==> config.mk <==
export PLATFORM = sky130hd
export DESIGN_NAME = shared_prescale_timer
export DESIGN_NICKNAME = d
export VERILOG_FILES = /design/src/rtl/shared_div_pkg.sv /design/src/rtl/sd_edge_sync.sv /design/src/rtl/sd_wdt_base.sv /design/src/rtl/sd_divider.sv /design/src/rtl/sd_timer.sv /design/src/rtl/shared_prescale_timer.sv
export SDC_FILE = /design/constraint.sdc
export NUM_CORES = 1
export LEC_CHECK = 0
export BUFFER_PORTS_ARGS = -buffer_cell sky130_fd_sc_hd__buf_2
export CAP_MARGIN = 20
export CORE_ASPECT_RATIO = 1.75
export CORE_MARGIN = 4
export CORE_UTILIZATION = 50
export CTS_BUF_LIST = sky130_fd_sc_hd__clkbuf_4
export CTS_CLUSTER_DIAMETER = 50
export DETAILED_ROUTE_END_ITERATION = 10
export PLACE_DENSITY_LB_ADDON = 0.15
export SYNTH_ARGS = -nofsm -noshare
export SYNTH_HDL_FRONTEND = slang
export SYNTH_SLANG_ARGS = --single-unit
==> constraint.sdc <==
create_clock -name clk -period 3.7 [get_ports clk]
set_input_delay 0.37 -clock clk [delete_from_list [all_inputs] [get_ports clk]]
set_output_delay 0.37 -clock clk [all_outputs]
set_load 0.05 [all_outputs]
==> src/rtl/shared_div_pkg.sv <==
// Package: shared widths and ratio-mask helpers for the shared divider block.
// Assumes the ratio field is 3 bits and the divider 8 bits wide.
package shared_div_pkg;
    localparam int DIV_W = 8;
    localparam int PS_W  = 3;
    localparam int TMR_W = 8;

    // Terminal mask for timer use: low (ps+1) bits set, ratio 2^(ps+1).
    function automatic logic [DIV_W-1:0] tmr_mask(input logic [PS_W-1:0] ps);
        logic [DIV_W:0] m;
        m = ({{DIV_W{1'b0}}, 1'b1} << (ps + 1)) - 1'b1;
        return m[DIV_W-1:0];
    endfunction

    // Terminal mask for watchdog use: low ps bits set, ratio 2^ps.
    function automatic logic [DIV_W-1:0] wdt_mask(input logic [PS_W-1:0] ps);
        logic [DIV_W:0] m;
        m = ({{DIV_W{1'b0}}, 1'b1} << ps) - 1'b1;
        return m[DIV_W-1:0];
    endfunction
endpackage

==> src/rtl/sd_edge_sync.sv <==
// Module: synchronizes an asynchronous pin and emits a one-cycle pulse on
// the selected edge. Assumes the pin is held for at least STAGES+1 cycles.
module sd_edge_sync #(
    parameter int STAGES = 2
) (
    input  logic clk,
    input  logic rst_n,
    input  logic pin,
    input  logic fall_sel,
    output logic edge_evt
);
    logic [STAGES-1:0] sync_q;
    logic              last_q;

    // Shift the pin through the synchronizer and remember the settled level.
    always_ff @(posedge clk) begin
        if (!rst_n) begin
            sync_q <= '0;
            last_q <= 1'b0;
        end else begin
            sync_q <= {sync_q[STAGES-2:0], pin};
            last_q <= sync_q[STAGES-1];
        end
    end

    // Pick the rising or falling transition of the settled level.
    always_comb begin
        if (fall_sel) edge_evt = last_q & ~sync_q[STAGES-1];
        else          edge_evt = ~last_q & sync_q[STAGES-1];
    end
endmodule

==> src/rtl/sd_wdt_base.sv <==
// Module: watchdog base counter. Counts oscillator ticks while enabled and
// flags a wrap. A clear wins over a tick in the same cycle.
module sd_wdt_base #(
    parameter int W = 8
) (
    input  logic clk,
    input  logic rst_n,
    input  logic en,
    input  logic tick,
    input  logic clr,
    output logic wrap
);
    localparam logic [W-1:0] TOP = {W{1'b1}};
    logic [W-1:0] cnt_q;

    // A wrap happens when the last count value receives an enabled tick.
    assign wrap = en & tick & ~clr & (cnt_q == TOP);

    // Advance or clear the base count.
    always_ff @(posedge clk) begin
        if (!rst_n)         cnt_q <= '0;
        else if (clr)       cnt_q <= '0;
        else if (en & tick) cnt_q <= cnt_q + 1'b1;
    end
endmodule

==> src/rtl/sd_divider.sv <==
// Module: the shared 8-bit divider. Serves the timer (to_wdt=0) or the
// watchdog (to_wdt=1). It is cleared by its owner's clear action and on any
// change of owner. Assumes the ratio only changes between events.
module sd_divider
    import shared_div_pkg::*;
(
    input  logic            clk,
    input  logic            rst_n,
    input  logic            to_wdt,
    input  logic [PS_W-1:0] ratio_sel,
    input  logic            src_evt,
    input  logic            wdt_wrap,
    input  logic            tmr_wr,
    input  logic            wdt_clr,
    output logic            tmr_step,
    output logic            wdt_fire
);
    logic [DIV_W-1:0] div_q;
    logic             owner_q;
    logic             stable;
    logic             term_tmr;
    logic             term_wdt;
    logic             owner_clr;

    assign stable   = (to_wdt == owner_q);
    assign term_tmr = (div_q & tmr_mask(ratio_sel)) == tmr_mask(ratio_sel);
    assign term_wdt = (div_q & wdt_mask(ratio_sel)) == wdt_mask(ratio_sel);

    // Route the terminal decode to whichever client owns the divider.
    always_comb begin
        if (to_wdt) begin
            tmr_step = src_evt;
            wdt_fire = wdt_wrap & stable & term_wdt;
        end else begin
            tmr_step = src_evt & stable & term_tmr;
            wdt_fire = wdt_wrap;
        end
    end

    // Clear request from the owning client.
    assign owner_clr = to_wdt ? wdt_clr : tmr_wr;

    // Count the owner's events and clear on owner change or owner clear.
    always_ff @(posedge clk) begin
        if (!rst_n) begin
            div_q   <= '0;
            owner_q <= to_wdt;
        end else begin
            owner_q <= to_wdt;
            if (!stable || owner_clr)        div_q <= '0;
            else if (!to_wdt && src_evt)     div_q <= div_q + 1'b1;
            else if (to_wdt && wdt_wrap)     div_q <= div_q + 1'b1;
        end
    end
endmodule

==> src/rtl/sd_timer.sv <==
// Module: 8-bit timer register with a sticky overflow flag. A write wins over
// a step; setting the flag wins over clearing it.
module sd_timer
    import shared_div_pkg::*;
(
    input  logic             clk,
    input  logic             rst_n,
    input  logic             step,
    input  logic             wr,
    input  logic [TMR_W-1:0] wdata,
    input  logic             ovf_clr,
    output logic [TMR_W-1:0] count,
    output logic             ovf
);
    logic wrap_now;

    assign wrap_now = step & ~wr & (count == {TMR_W{1'b1}});

    // Load, step or hold the count.
    always_ff @(posedge clk) begin
        if (!rst_n)    count <= '0;
        else if (wr)   count <= wdata;
        else if (step) count <= count + 1'b1;
    end

    // Keep the overflow flag until software clears it.
    always_ff @(posedge clk) begin
        if (!rst_n)        ovf <= 1'b0;
        else if (wrap_now) ovf <= 1'b1;
        else if (ovf_clr)  ovf <= 1'b0;
    end
endmodule

==> src/rtl/shared_prescale_timer.sv <==
// Module: top level. Selects the timer source, runs the shared divider, the
// timer and the watchdog, and registers the watchdog reset pulse.
// Assumes tick inputs are single-cycle enables in the clk domain.
module shared_prescale_timer
    import shared_div_pkg::*;
#(
    parameter int WDT_BITS    = 8,
    parameter int SYNC_STAGES = 2
) (
    input  logic             clk,
    input  logic             rst_n,
    input  logic             div_to_wdt,
    input  logic [PS_W-1:0]  ratio_sel,
    input  logic             src_ext,
    input  logic             edge_fall,
    input  logic             ext_pin,
    input  logic             inst_tick,
    input  logic             wdt_tick,
    input  logic             wdt_en,
    input  logic             tmr_wr,
    input  logic [TMR_W-1:0] tmr_wdata,
    input  logic             wdt_clr,
    input  logic             ovf_clr,
    output logic [TMR_W-1:0] tmr_count,
    output logic             tmr_ovf,
    output logic             wdt_rst
);
    logic pin_evt;
    logic src_evt;
    logic wdt_wrap;
    logic tmr_step;
    logic wdt_fire;

    sd_edge_sync #(.STAGES(SYNC_STAGES)) u_sync (
        .clk(clk), .rst_n(rst_n), .pin(ext_pin), .fall_sel(edge_fall),
        .edge_evt(pin_evt)
    );

    // Pick the timer's source event.
    assign src_evt = src_ext ? pin_evt : inst_tick;

    sd_wdt_base #(.W(WDT_BITS)) u_wdt (
        .clk(clk), .rst_n(rst_n), .en(wdt_en), .tick(wdt_tick),
        .clr(wdt_clr), .wrap(wdt_wrap)
    );

    sd_divider u_div (
        .clk(clk), .rst_n(rst_n), .to_wdt(div_to_wdt), .ratio_sel(ratio_sel),
        .src_evt(src_evt), .wdt_wrap(wdt_wrap), .tmr_wr(tmr_wr),
        .wdt_clr(wdt_clr), .tmr_step(tmr_step), .wdt_fire(wdt_fire)
    );

    sd_timer u_tmr (
        .clk(clk), .rst_n(rst_n), .step(tmr_step), .wr(tmr_wr),
        .wdata(tmr_wdata), .ovf_clr(ovf_clr), .count(tmr_count), .ovf(tmr_ovf)
    );

    // Register the watchdog timeout into a one-cycle reset pulse.
    always_ff @(posedge clk) begin
        if (!rst_n) wdt_rst <= 1'b0;
        else        wdt_rst <= wdt_fire;
    end
endmodule

## Word level (Yosys, flattened, before mapping)

Index checks and enable logic that the tools add are counted.
W data, S select, Z words.

| storage, ports and cells | value |
|---|---|
| flip-flop bits (word level) | 30 |
| input port bits | 23 |

| operators by class | value |
|---|---|
| equal/unequal tests | 5 |
| reductions and logical operators | 10 |
| mux-type cells | 11 |
| shift operators | 2 |
| bitwise logic cells | 18 |
| add/sub/neg operators | 6 |

Operator list:

| kind | number |
|---|---|
| $mux W8 | 4 |
| $shl A1 B32 Y8 const A | 1 |
| $add A8 B1 Y8 const B | 3 |
| $and A8 B8 Y8 | 2 |
| $eq A8 B8 Y1 | 2 |
| $eq A8 B8 Y1 const B | 2 |
| $sub A8 B1 Y8 const B | 2 |
| $and A1 B1 Y1 | 11 |
| $shl A1 B3 Y8 const A | 1 |
| $mux W1 | 7 |
| $reduce_bool A2 Y1 | 3 |
| $not A1 Y1 | 5 |
| $add A3 B1 Y4 const B | 1 |
| $reduce_or A2 Y1 | 2 |
| $logic_and A1 B1 Y1 | 2 |
| $logic_not A1 Y1 | 2 |
| $eq A1 B1 Y1 | 1 |
| $logic_or A1 B1 Y1 | 1 |

## Depth between registers and ports, before layout

| logic depth | value |
|---|---|
| depth after elaboration | 10 |
| mapped depth | 14 |
| gate-level depth less buffers | 11 |

## Modules after synthesis

From an unflattened synthesis, not the netlist that was laid out.

| second synthesis, totals | value |
|---|---|
| cells, all modules | 220 |
| area total of the unflattened synthesis | 1854.3 um^2 |

By module, submodules not included:

| module | instances | seq. area each (um^2) | cells each | area an instance (um^2) |
|---|---|---|---|---|
| sd_divider | 1 | 180.2 | 108 | 859.6 |
| sd_timer | 1 | 180.2 | 58 | 486.7 |
| sd_wdt_base | 1 | 160.2 | 42 | 365.4 |
| sd_edge_sync | 1 | 60.1 | 9 | 101.3 |
| shared_prescale_timer | 1 | 20.0 | 3 | 41.3 |

## Worst setup path before layout

No wires, ideal clock.

| timing | value |
|---|---|
| kind | in2reg |
| from | input ratio_sel[2] |
| to | register u_tmr.count[7] |
| library setup time | 0.135 ns |
| stages on the path | 13 |
| data required time | 3.565 ns |
| slack | 0.227 ns |
| data arrival time | 3.338 ns |
| cells stage by stage | clkbuf_1 -> inv_1 -> ha_1 -> buf_2 -> or3b_2 -> ha_1 -> nor2_1 -> a2111o_1 -> a2111oi_2 -> a41oi_2 -> buf_2 -> o21ai_0 -> a31oi_1 |

| on the way | value |
|---|---|
| cells in the longest elaborated chain, start to end | 8 |

RTL lines:

| item | RTL line | text |
|---|---|---|
| start, declared | shared_prescale_timer.sv:13 | `input logic [PS_W-1:0] ratio_sel,` |
| $add A3 B1 Y4 (*) | shared_div_pkg.sv:11 | `m = ({{DIV_W{1'b0}}, 1'b1} << (ps + 1)) - 1'b1;` |
| $shl A1 B32 Y8 (*) | shared_div_pkg.sv:11 |  |
| $sub A8 B1 Y8 (*) | shared_div_pkg.sv:11 |  |
| $and A8 B8 Y8 | sd_divider.sv:26 | `assign term_tmr = (div_q & tmr_mask(ratio_sel)) == tmr_mask(ratio_sel);` |
| $eq A8 B8 Y1 (*) | sd_divider.sv:26 |  |
| $and A1 B1 Y1 (*) | sd_divider.sv:35 | `tmr_step = src_evt & stable & term_tmr;` |
| $mux W1 (*) | sd_divider.sv:31 | `if (to_wdt) begin` |
| $reduce_bool A2 Y1 (no line) (*) | - |  |
| end signal, assigned | sd_timer.sv:22 | `else if (wr) count <= wdata;` |
| end signal, assigned | sd_timer.sv:23 | `else if (step) count <= count + 1'b1;` |
| end, declared | sd_timer.sv:12 | `output logic [TMR_W-1:0] count,` |

Mark *: on every way between the ends. The rest lies on a longest branch, timed or not.
A chain may end at the register's enable or synchronous reset.

## Final worst setup path

| timing | value |
|---|---|
| from | input ratio_sel[0] |
| to | register u_tmr.count[4] |

Same word-level chain as after synthesis.

==> summary.md <==
| Metric | Value |
|---|---|
| Yosys cell types | 48 |
| Global-route wire length before repair | between 7000 and 8000 um |
| Clock sinks | 30 |
| Global route hottest layer | met2 |
| Syn_nets | about 260 |
| Initial core utilization | 0.514 |
| DRC | 0 |
| Antenna Nets Post-Route | 0 |
| Die footprint | roughly 4800 um^2 |
| Total chip power | ~0.00065 W |
| Seq cells post-synth | 30 |
| Number of diodes | 0 |
| DRT iter0 DRCs | 27 |
| Met2 usage | 0.348 |
| CTS clock-pin slew for the worst setup and hold paths | about 90 ps |
| Final setup viols | 0 |
| Layout area overhead | 13.1% |
| Via density | about 5.7 |
| IO Pins | 33 |
| Top FF cell, synth | dfxtp_1 |
| Outcome | complete, no violations |
| PwrDens | 313 nW/um^2 |
| Max-Cap Viols | 0 |
| DPL Wire Length | about 3200 um |
| Seq/Total Area, Yosys | 0.325 |
| Crit path required time | 3950 ps |
| Fill cell count | approximately 350 |
| Routability cong. | 0.804 |
| PortBufs | 32 |
| Cell count after placement | approximately 300 |
| Crit end category | flop |
| CP Max Fanout | 16 |
| Setup Crit Path Kind | in -> reg |
| Final net count | roughly 290 |
| Fin crit period | 3380 ps |
| Clk_lat worst skew | roughly 320 ps |
| GR Util met3 | 0.0405 |
| Area of the mapped netlist | 1850 um^2 |
| First-pass DRT Iterations | 4 |
| Relative slew slack | 0.407 |
| Synth Area per Inst | between 8 and 9 um^2 |
| Yosys warnings | 0 |
| Post-Layout Cell Count | 305 |
| CP Data Arrival Time | between 3000 and 4000 ps |
| H-tree Lvls | 2 |
| Crit share post-route | 0.913 |
| Leakage power | between 0.8 and 0.9 nW |
| Met1 Use GR | 0.210 |
| Share of cells above drive strength 1 | 0.212 |
| Crit start category | input pin |
| CTS root buffer | clkbuf_4 |
| Post-CTS sizing | 0 |
| Pin count of the biggest net entering global routing | 19 |
| RSZ-0062 raised after global routing | no |
| Chip Height | around 88 um |
| Cells after Synth | 226 |
| Max Fclk | ~300 MHz |
| Drt total wl | between 4000 and 5000 um |
| Final max-slew violation count | 0 |
| Total CTS buffers | 5 |
| Slew @ Worst Pin | just under 900 ps |
| Peak VDD IR | ~300 uV |
| Cts hold-fix bufs | 0 |
| Maximum clock path buffer count | 2 |
| Total track usage | 0.198 |
| Async S/R FF share, synth | 0 |
| Placeable Area | between 3000 and 4000 um^2 |
| Hold Path Class | in -> reg |
| Post-CTS setup buffer count | 0 |
| Post-synth EDFFs | 0 |
| Setup TNS | 0 ps |
| Remaining global-route overflow | 0 |
| Clk_skew | 8.77 ps |
| Via count | 1,725 |
| Number of global-route vias before repair | between 1,500 and 2,000 |
| WL/cell | 13.5 um |
| Initial antenna violation count | 0 |
| Row count | 29 |
| Die Wd | 53.9 um |
| CTS tree | done |
| Fin. Hold Viols | 0 |
path summary, 6_finish.rpt:
| path | from | end | slack [ps] | cells after the start |
|---|---|---|---|---|
| setup / recovery | ratio_sel[0] | u_tmr.count[4] | 320 | 12 |
| hold / removal | div_to_wdt | u_div.owner_q | 250 | 1 |
| setup reg to reg | u_div.div_q[5] | u_tmr.count[4] | 1230 | 6 |
| hold reg to reg | u_sync.sync_q[0] | u_sync.sync_q[1] | 440 | 1 |
sequential cells by signal (all words and copies together), names as in the netlist:
name           count
u_sync.last_q      1
u_tmr.count        8
wdt_rst            1
u_div.div_q        8
u_wdt.cnt_q        8
u_sync.sync_q      2
u_div.owner_q      1
u_tmr.ovf          1
worst max-delay path: stages:
cell and delay [ps]:
buf_2 100, nand2_1 110, inv_1 100, ha_1 300, or3b_2 440, ha_1 280
nor2_1 40, a2111o_1 400, a2111oi_2 390, a41oi_2 430, or3_1 480, a31oi_1 170
through the flow:
stage	util	area (um^2)	worst slack, ps	hold slack [ps]
3_3_place_gp	0.566	2030	173	415
4_1_cts	0.581	2090	352	232
6_report	0.581	2090	322	250
2_1_floorplan	-	1850	227	398
3_5_place_dp	0.566	2030	13.2	426
5_1_grt	0.581	2090	177	220
synthesized netlist by cell type (3+ instances only):
library cell	count	area [um^2]
nor2_1	26	97.6
mux2_2	3	33.8
clkbuf_1	6	22.5
inv_1	6	22.5
dfxtp_1	30	601
o22ai_1	3	18.8
and3_1	5	31.3
xor2_1	11	96.3
ha_1	7	87.6
buf_2	3	15.0
xnor2_1	5	43.8
nand2b_1	3	18.8
o21ai_1	7	35.0
nand2_1	18	67.6
a31oi_1	7	43.8
nand4_1	7	43.8
and2_1	6	37.5
nor3_1	3	15.0
or3_1	9	56.3
a21oi_1	3	15.0
nand3_1	8	40.0
o21ai_0	16	80.1
placed cells by master, fill, tap and decap left out, drive strengths merged, types with 3 or more instances in the layout:
cell type,count
a21oi,3
xnor2,5
o21ai,23
buf,36
and3,5
o22ai,3
dfxtp,30
nand2b,3
clkbuf,6
xor2,11
nor3,3
nand3,8
a31oi,8
ha,7
mux2,3
nand4,7
or3,9
inv,6
nand2,18
nor2,26
and2,7
final cells by class:
cell class                 instances  area [um^2]  share of cell area
tap                               46         57.6              0.0276
sequential                        30          601               0.288
inverter                           6         22.5              0.0108
clock buffer                       6         45.0              0.0216
timing repair buffer              36          190              0.0911
clock inverter                     2         8.76             0.00419
multi-input combinational        179         1160               0.557
per-layer routing:
layer / up-vias / wire length [um]
li1: 876 / -
met1: 798 / 1690
met2: 36 / 2150
met3: 15 / 156
met4: 0 / 137
met5: - / 0
report_power, final:
| part | total [W] | leakage (nW) | switching (W) | internal, W |
|---|---|---|---|---|
| sequential | 0.000340 | 0.245 | 0.00000821 | 0.000331 |
| combinational | 0.000128 | 0.562 | 0.0000805 | 0.0000472 |
| clock | 0.000186 | 0.0331 | 0.000107 | 0.0000786 |
| total | 0.000653 | 0.839 | 0.000196 | 0.000457 |
kinds of logic after synthesis:
logic type,Yosys count,share of synthesized area
buffers and inverters,17,0.0447
flip-flops,30,0.325
XOR/XNOR,16,0.0759
AND/OR/NAND/NOR,104,0.313
multiplexers,5,0.0291
AO/OA/AOI/OAI,47,0.165
adder cells (fa/ha/maj),7,0.0474
No activity file was read; power rests on OpenSTA's default activity.
